### src/rtl/asram_ctl_pkg.sv
package asram_ctl_pkg;

    localparam int LANES  = 2;
    localparam int BYTE_W = 8;
    localparam int WORD_W = LANES * BYTE_W;

    typedef enum logic [2:0] {
        PH_IDLE,
        PH_TURN,
        PH_STROBE,
        PH_HOLD,
        PH_LINGER,
        PH_READ
    } phase_e;

    typedef struct packed {
        logic                wr;
        logic [LANES-1:0]    be;
        logic [WORD_W-1:0]   data;
    } cmd_t;

    // Round a picosecond limit up to whole clock cycles, never below one.
    function automatic int cyc_of(input int lim_ps, input int clk_ps);
        int c;
        c = (lim_ps + clk_ps - 1) / clk_ps;
        return (c < 1) ? 1 : c;
    endfunction

    function automatic int max2(input int a, input int b);
        return (a > b) ? a : b;
    endfunction

    function automatic logic [WORD_W-1:0] lane_mask(input logic [LANES-1:0] be);
        logic [WORD_W-1:0] m;
        for (int i = 0; i < LANES; i++) begin
            m[i*BYTE_W +: BYTE_W] = {BYTE_W{be[i]}};
        end
        return m;
    endfunction

endpackage

### src/rtl/asram_phase_seq.sv
module asram_phase_seq
    import asram_ctl_pkg::*;
#(
    parameter int TURN_C   = 1,
    parameter int STROBE_C = 1,
    parameter int HOLD_C   = 1,
    parameter int RD_C     = 2
) (
    input  logic   clk,
    input  logic   rst,
    input  logic   req_valid,
    input  logic   req_write,
    output logic   ready,
    output logic   accept,
    output logic   rd_last,
    output phase_e phase
);

    localparam int MAXC = max2(max2(TURN_C, STROBE_C), max2(HOLD_C, RD_C));
    localparam int CW   = (MAXC < 2) ? 1 : $clog2(MAXC);

    phase_e        phase_q, phase_d;
    logic [CW-1:0] cnt_q, cnt_d;

    assign ready   = (phase_q == PH_IDLE) || (phase_q == PH_LINGER);
    assign accept  = req_valid && ready;
    assign rd_last = (phase_q == PH_READ) && (cnt_q == '0);
    assign phase   = phase_q;

    always_comb begin
        phase_d = phase_q;
        cnt_d   = cnt_q;
        unique case (phase_q)
            PH_IDLE, PH_LINGER: begin
                if (req_valid) begin
                    if (!req_write) begin
                        phase_d = PH_READ;
                        cnt_d   = CW'(RD_C - 1);
                    end else if (phase_q == PH_LINGER) begin
                        phase_d = PH_STROBE;
                        cnt_d   = CW'(STROBE_C - 1);
                    end else begin
                        phase_d = PH_TURN;
                        cnt_d   = CW'(TURN_C - 1);
                    end
                end else begin
                    phase_d = PH_IDLE;
                end
            end
            PH_TURN: begin
                if (cnt_q == '0) begin
                    phase_d = PH_STROBE;
                    cnt_d   = CW'(STROBE_C - 1);
                end else begin
                    cnt_d = cnt_q - 1'b1;
                end
            end
            PH_STROBE: begin
                if (cnt_q == '0) begin
                    phase_d = PH_HOLD;
                    cnt_d   = CW'(HOLD_C - 1);
                end else begin
                    cnt_d = cnt_q - 1'b1;
                end
            end
            PH_HOLD: begin
                if (cnt_q == '0) phase_d = PH_LINGER;
                else             cnt_d   = cnt_q - 1'b1;
            end
            PH_READ: begin
                if (cnt_q == '0) phase_d = PH_IDLE;
                else             cnt_d   = cnt_q - 1'b1;
            end
            default: phase_d = PH_IDLE;
        endcase
    end

    always_ff @(posedge clk) begin
        if (rst) begin
            phase_q <= PH_IDLE;
            cnt_q   <= '0;
        end else begin
            phase_q <= phase_d;
            cnt_q   <= cnt_d;
        end
    end


    busy_after_accept_chk: assert property (@(posedge clk) disable iff (rst)
        accept |=> !ready);


    linger_skips_turn_chk: assert property (@(posedge clk) disable iff (rst)
        (accept && req_write && phase_q == PH_LINGER) |=> (phase_q == PH_STROBE));

endmodule

### src/rtl/asram_bus_path.sv
module asram_bus_path
    import asram_ctl_pkg::*;
#(
    parameter int ADDR_W = 19
) (
    input  logic                clk,
    input  logic                rst,
    input  logic                accept,
    input  logic                req_write,
    input  logic [ADDR_W-1:0]   req_addr,
    input  logic [WORD_W-1:0]   req_wdata,
    input  logic [LANES-1:0]    req_be,
    input  phase_e              phase,
    input  logic                rd_last,
    input  logic [WORD_W-1:0]   mem_dq_in,
    output logic                rd_valid,
    output logic [WORD_W-1:0]   rd_data,
    output logic [ADDR_W-1:0]   mem_addr,
    output logic [WORD_W-1:0]   mem_dq_out,
    output logic                mem_dq_oe,
    output logic                mem_ce_n,
    output logic                mem_oe_n,
    output logic                mem_we_n,
    output logic [LANES-1:0]    mem_bs_n
);

    cmd_t              cmd_q;
    logic [ADDR_W-1:0] addr_q;
    logic              strobe_on;

    always_ff @(posedge clk) begin
        if (rst) begin
            cmd_q  <= '0;
            addr_q <= '0;
        end else if (accept) begin
            cmd_q  <= '{wr: req_write, be: req_be, data: req_wdata};
            addr_q <= req_addr;
        end
    end

    assign mem_addr   = addr_q;
    assign mem_dq_out = cmd_q.data;
    assign mem_dq_oe  = (phase == PH_STROBE) || (phase == PH_HOLD) || (phase == PH_LINGER);
    assign mem_we_n   = !mem_dq_oe;
    assign mem_oe_n   = (phase != PH_READ);
    assign mem_ce_n   = (phase == PH_IDLE);
    assign strobe_on  = (phase == PH_STROBE) || (phase == PH_READ);

    for (genvar g = 0; g < LANES; g++) begin : g_lane
        assign mem_bs_n[g] = !(strobe_on && cmd_q.be[g]);
    end

    always_ff @(posedge clk) begin
        if (rst) begin
            rd_valid <= 1'b0;
            rd_data  <= '0;
        end else begin
            rd_valid <= rd_last;
            if (rd_last) rd_data <= mem_dq_in & lane_mask(cmd_q.be);
        end
    end


    no_contention_chk: assert property (@(posedge clk) disable iff (rst)
        mem_dq_oe |-> mem_oe_n);


    rd_pulse_chk: assert property (@(posedge clk) disable iff (rst)
        rd_valid |=> !rd_valid);


    read_window_chk: assert property (@(posedge clk) disable iff (rst)
        !mem_oe_n |-> (mem_we_n && !mem_ce_n && !mem_dq_oe));

endmodule

### src/rtl/asram_ctl.sv
module asram_ctl
    import asram_ctl_pkg::*;
#(
    parameter int ADDR_W      = 19,
    parameter int CLK_PS      = 8000,
    parameter int T_ACC_PS    = 10000,
    parameter int T_RC_PS     = 10000,
    parameter int T_WC_PS     = 10000,
    parameter int T_PWE_PS    = 8000,
    parameter int T_SD_PS     = 6000,
    parameter int T_TURN_PS   = 4000
) (
    input  logic                clk,
    input  logic                rst,
    input  logic                req_valid,
    output logic                req_ready,
    input  logic                req_write,
    input  logic [ADDR_W-1:0]   req_addr,
    input  logic [15:0]         req_wdata,
    input  logic [1:0]          req_be,
    output logic                rd_valid,
    output logic [15:0]         rd_data,
    output logic [ADDR_W-1:0]   mem_addr,
    output logic [15:0]         mem_dq_out,
    output logic                mem_dq_oe,
    input  logic [15:0]         mem_dq_in,
    output logic                mem_ce_n,
    output logic                mem_oe_n,
    output logic                mem_we_n,
    output logic                mem_ub_n,
    output logic                mem_lb_n
);

    localparam int TURN_C   = cyc_of(T_TURN_PS, CLK_PS);
    localparam int STROBE_C = max2(cyc_of(T_PWE_PS, CLK_PS), cyc_of(T_SD_PS, CLK_PS));
    localparam int WC_C     = cyc_of(T_WC_PS, CLK_PS);
    localparam int HOLD_C   = max2(1, WC_C - STROBE_C - 1);
    localparam int RD_C     = max2(cyc_of(T_ACC_PS, CLK_PS), cyc_of(T_RC_PS, CLK_PS));

    phase_e           phase;
    logic             accept;
    logic             rd_last;
    logic [LANES-1:0] bs_n;

    asram_phase_seq #(
        .TURN_C  (TURN_C),
        .STROBE_C(STROBE_C),
        .HOLD_C  (HOLD_C),
        .RD_C    (RD_C)
    ) seq_i (
        .clk      (clk),
        .rst      (rst),
        .req_valid(req_valid),
        .req_write(req_write),
        .ready    (req_ready),
        .accept   (accept),
        .rd_last  (rd_last),
        .phase    (phase)
    );

    asram_bus_path #(
        .ADDR_W(ADDR_W)
    ) bus_i (
        .clk       (clk),
        .rst       (rst),
        .accept    (accept),
        .req_write (req_write),
        .req_addr  (req_addr),
        .req_wdata (req_wdata),
        .req_be    (req_be),
        .phase     (phase),
        .rd_last   (rd_last),
        .mem_dq_in (mem_dq_in),
        .rd_valid  (rd_valid),
        .rd_data   (rd_data),
        .mem_addr  (mem_addr),
        .mem_dq_out(mem_dq_out),
        .mem_dq_oe (mem_dq_oe),
        .mem_ce_n  (mem_ce_n),
        .mem_oe_n  (mem_oe_n),
        .mem_we_n  (mem_we_n),
        .mem_bs_n  (bs_n)
    );

    assign mem_lb_n = bs_n[0];
    assign mem_ub_n = bs_n[1];


    we_fall_after_turn_chk: assert property (@(posedge clk) disable iff (rst)
        $fell(mem_we_n) |-> ($past(mem_oe_n) && !$past(mem_ce_n) && !$past(mem_dq_oe)));


    oe_high_in_write_chk: assert property (@(posedge clk) disable iff (rst)
        !mem_we_n |-> mem_oe_n);


    hold_after_end_chk: assert property (@(posedge clk) disable iff (rst)
        (mem_ub_n && mem_lb_n && !mem_we_n && $past(!mem_we_n)
         && $past(!(mem_ub_n && mem_lb_n)))
        |-> ($stable(mem_addr) && $stable(mem_dq_out) && mem_dq_oe));

endmodule

### config.mk
export PLATFORM = sky130hd
export DESIGN_NAME = asram_ctl
export DESIGN_NICKNAME = d
export VERILOG_FILES = /design/src/rtl/asram_ctl_pkg.sv /design/src/rtl/asram_phase_seq.sv /design/src/rtl/asram_bus_path.sv /design/src/rtl/asram_ctl.sv
export SDC_FILE = /design/constraint.sdc
export NUM_CORES = 1
export LEC_CHECK = 0
export BUFFER_PORTS_ARGS = -buffer_cell sky130_fd_sc_hd__buf_2
export CORE_MARGIN = 10
export CORE_UTILIZATION = 48
export DETAILED_ROUTE_END_ITERATION = 7
export PLACE_DENSITY = 0.84
export SLEW_MARGIN = 10
export SYNTH_ARGS = -nofsm -noshare
export SYNTH_HDL_FRONTEND = slang
export SYNTH_SLANG_ARGS = --single-unit
### constraint.sdc
create_clock -name clk -period 3.8 [get_ports clk]
set_input_delay 0.19 -clock clk [delete_from_list [all_inputs] [get_ports clk]]
set_output_delay 0.19 -clock clk [all_outputs]
set_load 0.1 [all_outputs]
# Word level (Yosys, flattened, before mapping)
# Index checks and enable logic that the tools add are counted.
dict set report totals {
  reg_bits 58
  inputBits 57
  output_inout_bits 59
  elab_cells 50
}
dict set report op_classes {
  addsub 1
  n_eq_ne 11
  muxes 12
  bitwise_logic 2
  n_reduce_logical 17
}
# cell count
set ops {}
lappend ops {{$mux W3} 6}
lappend ops {{$and A16 B16 Y16} 1}
lappend ops {{$pmux W3 S5} 1}
lappend ops {{$ne A2 B2 Y1 const B} 5}
lappend ops {{$eq A3 B2 Y1 const B} 2}
lappend ops {{$eq A3 B3 Y1 const B} 2}
lappend ops {{$logic_and A1 B1 Y1} 4}
lappend ops {{$logic_or A1 B1 Y1} 4}
lappend ops {{$reduce_and A4 Y1} 1}
lappend ops {{$reduce_or A4 Y1} 1}
lappend ops {{$eq A3 B1 Y1 const B} 1}
lappend ops {{$logic_not A1 Y1} 3}
lappend ops {{$logic_not A3 Y1} 1}
lappend ops {{$mux W1} 3}
lappend ops {{$ne A3 B3 Y1 const B} 1}
lappend ops {{$mux W2} 1}
lappend ops {{$pmux W1 S2} 1}
lappend ops {{$reduce_and A2 Y1} 1}
lappend ops {{$reduce_bool A2 Y1} 1}
lappend ops {{$reduce_or A2 Y1} 1}
lappend ops {{$not A1 Y1} 1}
lappend ops {{$sub A1 B1 Y1 const B} 1}

# Depth between registers and ports, before layout
dict set report depth {
  word_depth 5
  ltp_mapped 6
  ltp_nobuf 3
}

# Cells and area by module
# A second synthesis with hierarchy kept.
dict set report hier_totals {
  hier_cells 250
  area_unflattened_um2 2439.8
}
# module n_inst cells_per_inst area_per_inst_um2 seq_area_each_um2
set by_module_without_submodules {}
lappend by_module_without_submodules {asram_bus_path 1 218 2162.1 1081.0}
lappend by_module_without_submodules {asram_phase_seq 1 32 277.8 80.1}

# Least setup slack after synthesis
# OpenSTA, ideal clock, no wires.
dict set report synth_timing {
  path_type {register -> output}
  from {reg seq_i.phase_q[0] (netlist: seq_i.phase[0])}
  to {out mem_we_n}
  arrival_ns 3.411
  t_required_ns 3.610
  path_slack_ns 0.199
  stages_incl_launch_ff 6
  n_path_buf 2
  cell_sequence {dfxtp_1 > buf_2 > buf_2 > nor2_1 > a21o_1 > inv_1}
}
dict set report synth_between {
  elab_chain_cells 4
  word_cells_on_any_way 6
  cone_classes {eq/ne (3); reduce/logical (3)}
}
# element line
set synth_lines {}
lappend synth_lines {{from (decl)} asram_phase_seq.sv:22} ;# phase_e phase_q, phase_d;
lappend synth_lines {{from (signal assigned)} asram_phase_seq.sv:83} ;# phase_q <= phase_d;
lappend synth_lines {{$eq A3 B2 Y1} asram_bus_path.sv:43} ;# assign mem_dq_oe = (phase == PH_STROBE) || (phase == PH_HOLD) || (phase == PH_LINGER);
lappend synth_lines {{$logic_or A1 B1 Y1} asram_bus_path.sv:43}
lappend synth_lines {{$logic_or A1 B1 Y1 *} asram_bus_path.sv:43}
lappend synth_lines {{named net mem_dq_oe} asram_ctl.sv:25} ;# output logic mem_dq_oe,
lappend synth_lines {{$logic_not A1 Y1 *} asram_bus_path.sv:44} ;# assign mem_we_n = !mem_dq_oe;
lappend synth_lines {{to (decl)} asram_ctl.sv:29} ;# output logic mem_we_n,
# The timed path passes the listed nets; every way through them passes the cells marked *.

# Worst setup path in the final report
dict set report layout_timing {
  from {reg seq_i.phase_q[1] (netlist: seq_i.phase[1])}
  to {out mem_lb_n}
}
dict set report layout_between {
  elab_chain_cells 4
  word_cells_on_any_way 5
  cone_classes {eq/ne (2); reduce/logical (3)}
}
# element line
set layout_lines {}
lappend layout_lines {{$eq A3 B2 Y1 / $eq A3 B3 Y1 (equally long branches)} asram_bus_path.sv:47} ;# assign strobe_on = (phase == PH_STROBE) || (phase == PH_READ);
lappend layout_lines {{$logic_or A1 B1 Y1 *} asram_bus_path.sv:47}
lappend layout_lines {{$logic_and A1 B1 Y1 *} asram_bus_path.sv:50} ;# assign mem_bs_n[g] = !(strobe_on && cmd_q.be[g]);
lappend layout_lines {{$logic_not A1 Y1 *} asram_bus_path.sv:50}
lappend layout_lines {{to (decl)} asram_ctl.sv:31} ;# output logic mem_lb_n
# Every way passes the cells marked *; elsewhere a longest branch is shown, timed or not.

==> reports/results.tsv <==
stage	metric	value	unit
floorplan	top-level I/O count	116	
pwr	worst vdd ir	0.000328	V
setup_path	Worst EP required	3.61	ns
cells_and_area	Design Area, Final	2910	um^2
clocking	hold buffers post-CTS	0	
timing	setup ws final	1.74	ns
timing	Setup TNS	0	ns
cells_and_area	share of cells above drive strength 1	38.5	%
setup_path	worst-path maximum fanout	15	
pwr	cell internal pwr	1.11	mW
clocking	CTS Buf Count	9	
timing	setup violators final	0	
place	final RePlAce weighted congestion	0.752	
timing	f_max	486	MHz
clocking	TritonCTS clock tree	yes	
yosys	largest family of logic cells by synthesized area	simple AND/OR/NAND/NOR gates	
floorplan	Die X	89.2	um
yosys	Synth area leader	dfxtp_1	
yosys	Synth Area in Compound Gates	18.6	%
pwr	Seq pwr share	37.7	%
drt	Pre-antenna DRT Iters	4	
grt	largest net degree at the start of global routing	47	
timing	max_slew headroom	23.1	%
timing	final worst path period share	54.2	%
yosys	number of warning messages in the yosys log	0	
cells_and_area	filler instances	421	
pwr	pwr dens	632	nW/um^2
yosys	Cell Area, Synth	2300	um^2
setup_path	Setup CP Type	flip-flop to primary output	
pwr	Sw Pwr	729	uW
floorplan	die area	7960	um^2
yosys	Syn Inst Count	256	
worst_hold_path	worst hold path type	input pin to flip-flop	
drt	Vias/cell	4.93	
cells_and_area	ANT cells	0	
grt	vias in the first global route	1959	
outcome	status	finished, final reports clean	
yosys	Yosys top cell area share	50.5	%
timing	transition time of the tightest slew-check pin	1.15	ns
pwr	Logic pwr share	31.8	%
floorplan	die height	89.2	um
place	DP HPWL	4.25	mm
clocking	post-CTS setup buffers	0	
drt	WL final	5.59	mm
yosys	multiplexer area fraction after synthesis	0	%
drt	WL/cell	13.7	um
timing	RSZ-0062 raised after global routing	false	
place	dpl cell area	2710	um^2
place	IO Port Bufs	115	
yosys	xor and xnor fraction of the mapped netlist area	0	%
clocking	Sink Count	58	
grt	total track usage	13.6	%
clocking	CTS H-Tree Depth	3	
run	max_cap viols	0	
timing	Fin. Hold Viols	0	
floorplan	row count	25	
setup_path	Startpoint Class	flip-flop	
grt	initial antenna violation count	0	
pwr	switch share	39.6	%
drt	Routed Antenna Nets	0	
yosys	Synth Area in Simple Gates	19.9	%
floorplan	core area	4690	um^2
cells_and_area	leading cell type in the layout, fill and taps excluded	buf_2	
yosys	ys async rst share	0	%
timing	Fin Clk Skew	0.00871	ns
clocking	clock latency on the worst-skew pair	0.31	ns
clocking	clk buf depth	2	
yosys	Netlist cell types	29	
clocking	Reg clk slew, reported paths	0.06	ns
yosys	Synth Area in Adders	0	%
yosys	Seq cells post-synth	58	
cells_and_area	Register Area	1160	um^2
grt	first-pass GRT wire length	8.65	mm
timing	Final Max Tran Viols	0	
yosys	Synth Area per Inst	8.98	um^2
drt	drc violations	0	
yosys	sequential element share of the synthesized area	50.5	%
drt	initial DRC count	71	
yosys	main flop type after synthesis	dfxtp_1	
pwr	Clk pwr share	30.6	%
clocking	root buf cell	clkbuf_8	
clocking	post_cts resized	0	
setup_path	CP Capture Type	primary output	
pwr	Pleak	1.40	nW
timing	min cycle time layout	2.06	ns
floorplan	Starting Density	49.0	%
yosys	largest cells by area after synthesis	dfxtp_1 (51%), nand2_1 (13%), a21oi_1 (8.9%), buf_4 (6.9%), a22o_1 (6.1%)	
yosys	Syn Nets	313	
cells_and_area	Layout area overhead	26.6	%
yosys	Post-synth EDFFs	0	
grt	grt ovf	0	
drt	vias post-DR	2008	
cells_and_area	nets@finish	406	
cells_and_area	multi-input logic area	883	um^2
cells_and_area	commonest cells after routing, fill and taps aside	buf_2 (115), nand2_1 (77), dfxtp_1 (58), a21oi_1 (41), a22o_1 (16)	
setup_path	WP data arrival	1.87	ns
place	dpl ws	1.72	ns
[area by class of cell]
cell class	instances	share of cell area [%]
repair buffers	116	20.0
clock inverters	2	1.20
inverters	3	0.387
flip-flops and latches	58	39.9
clock buffers	13	5.80
well taps	54	2.32
multi-input cells	161	30.4
[path summary, 6_finish.rpt]
path                             from             endpoint  slack, ns  cells past startpoint
setup / recovery       seq_i.phase[1]             mem_lb_n       1.74                      4
setup reg to reg       seq_i.phase[0]   bus_i.mem_addr[12]       1.75                      3
hold reg to reg   bus_i.mem_dq_out[1]  bus_i.mem_dq_out[1]       0.45                      2
hold / removal          mem_dq_in[11]    bus_i.rd_data[11]       0.09                      2
[critical path, stage by stage (launching register included)]
cell and delay [ns]:
dfxtp_1 0.63, nand3b_4 0.29, o21ai_0 0.13, nand2_1 0.10
buf_2 0.42
[power by group through the flow]
stage          combinational (mW)  clock (mW)  sequential, mW
2_1_floorplan               0.403           0           0.833
5_1_grt                     0.618       0.606           0.700
3_5_place_dp                0.590           0           0.706
3_3_place_gp                0.584           0           0.705
4_1_cts                     0.591       0.579           0.693
6_report                    0.584       0.562           0.693
[Yosys cell counts (3+ instances only)]
cell,number
clkbuf_1,4
buf_2,5
nor3_1,4
nand2_1,77
a22o_1,16
inv_1,3
dfxtp_1,58
buf_6,4
a21oi_1,41
buf_4,21
[metal layers]
metal,GRT usage [%],up-vias,wire (um)
li1,-,1029,-
met3,6.93,2,762
met2,21.6,84,2480
met4,5.20,0,21
met1,15.3,893,2330
met5,0,-,0
[logic make-up (layout without fill, tap and decap cells)]
family | count (synthesis) | after routing
AOI/OAI and AO/OA | 67 | 67
buffers and inverters | 37 | 134
DFF | 58 | 58
and+or+nand+nor | 94 | 94
[registers in the layout, summed over array words and instances, names as in the netlist]
name,count
seq_i.cnt_q,1
bus_i.mem_addr,19
bus_i.mem_dq_out,16
bus_i.cmd_q,2
bus_i.rd_valid,1
bus_i.rd_data,16
seq_i.phase,3
[through the flow]
step,util (%),power (mW),instances,hold slack [ns]
final,62.0,1.84,407,0.0918
after global routing,62.0,1.92,407,0.0785
after CTS,62.0,1.86,407,0.0750
after detailed placement,57.7,1.30,392,0.407
after global placement,57.7,1.29,392,0.401
after floorplan,-,1.24,256,0.315
Note: power is estimated with default switching activity, not from simulation.
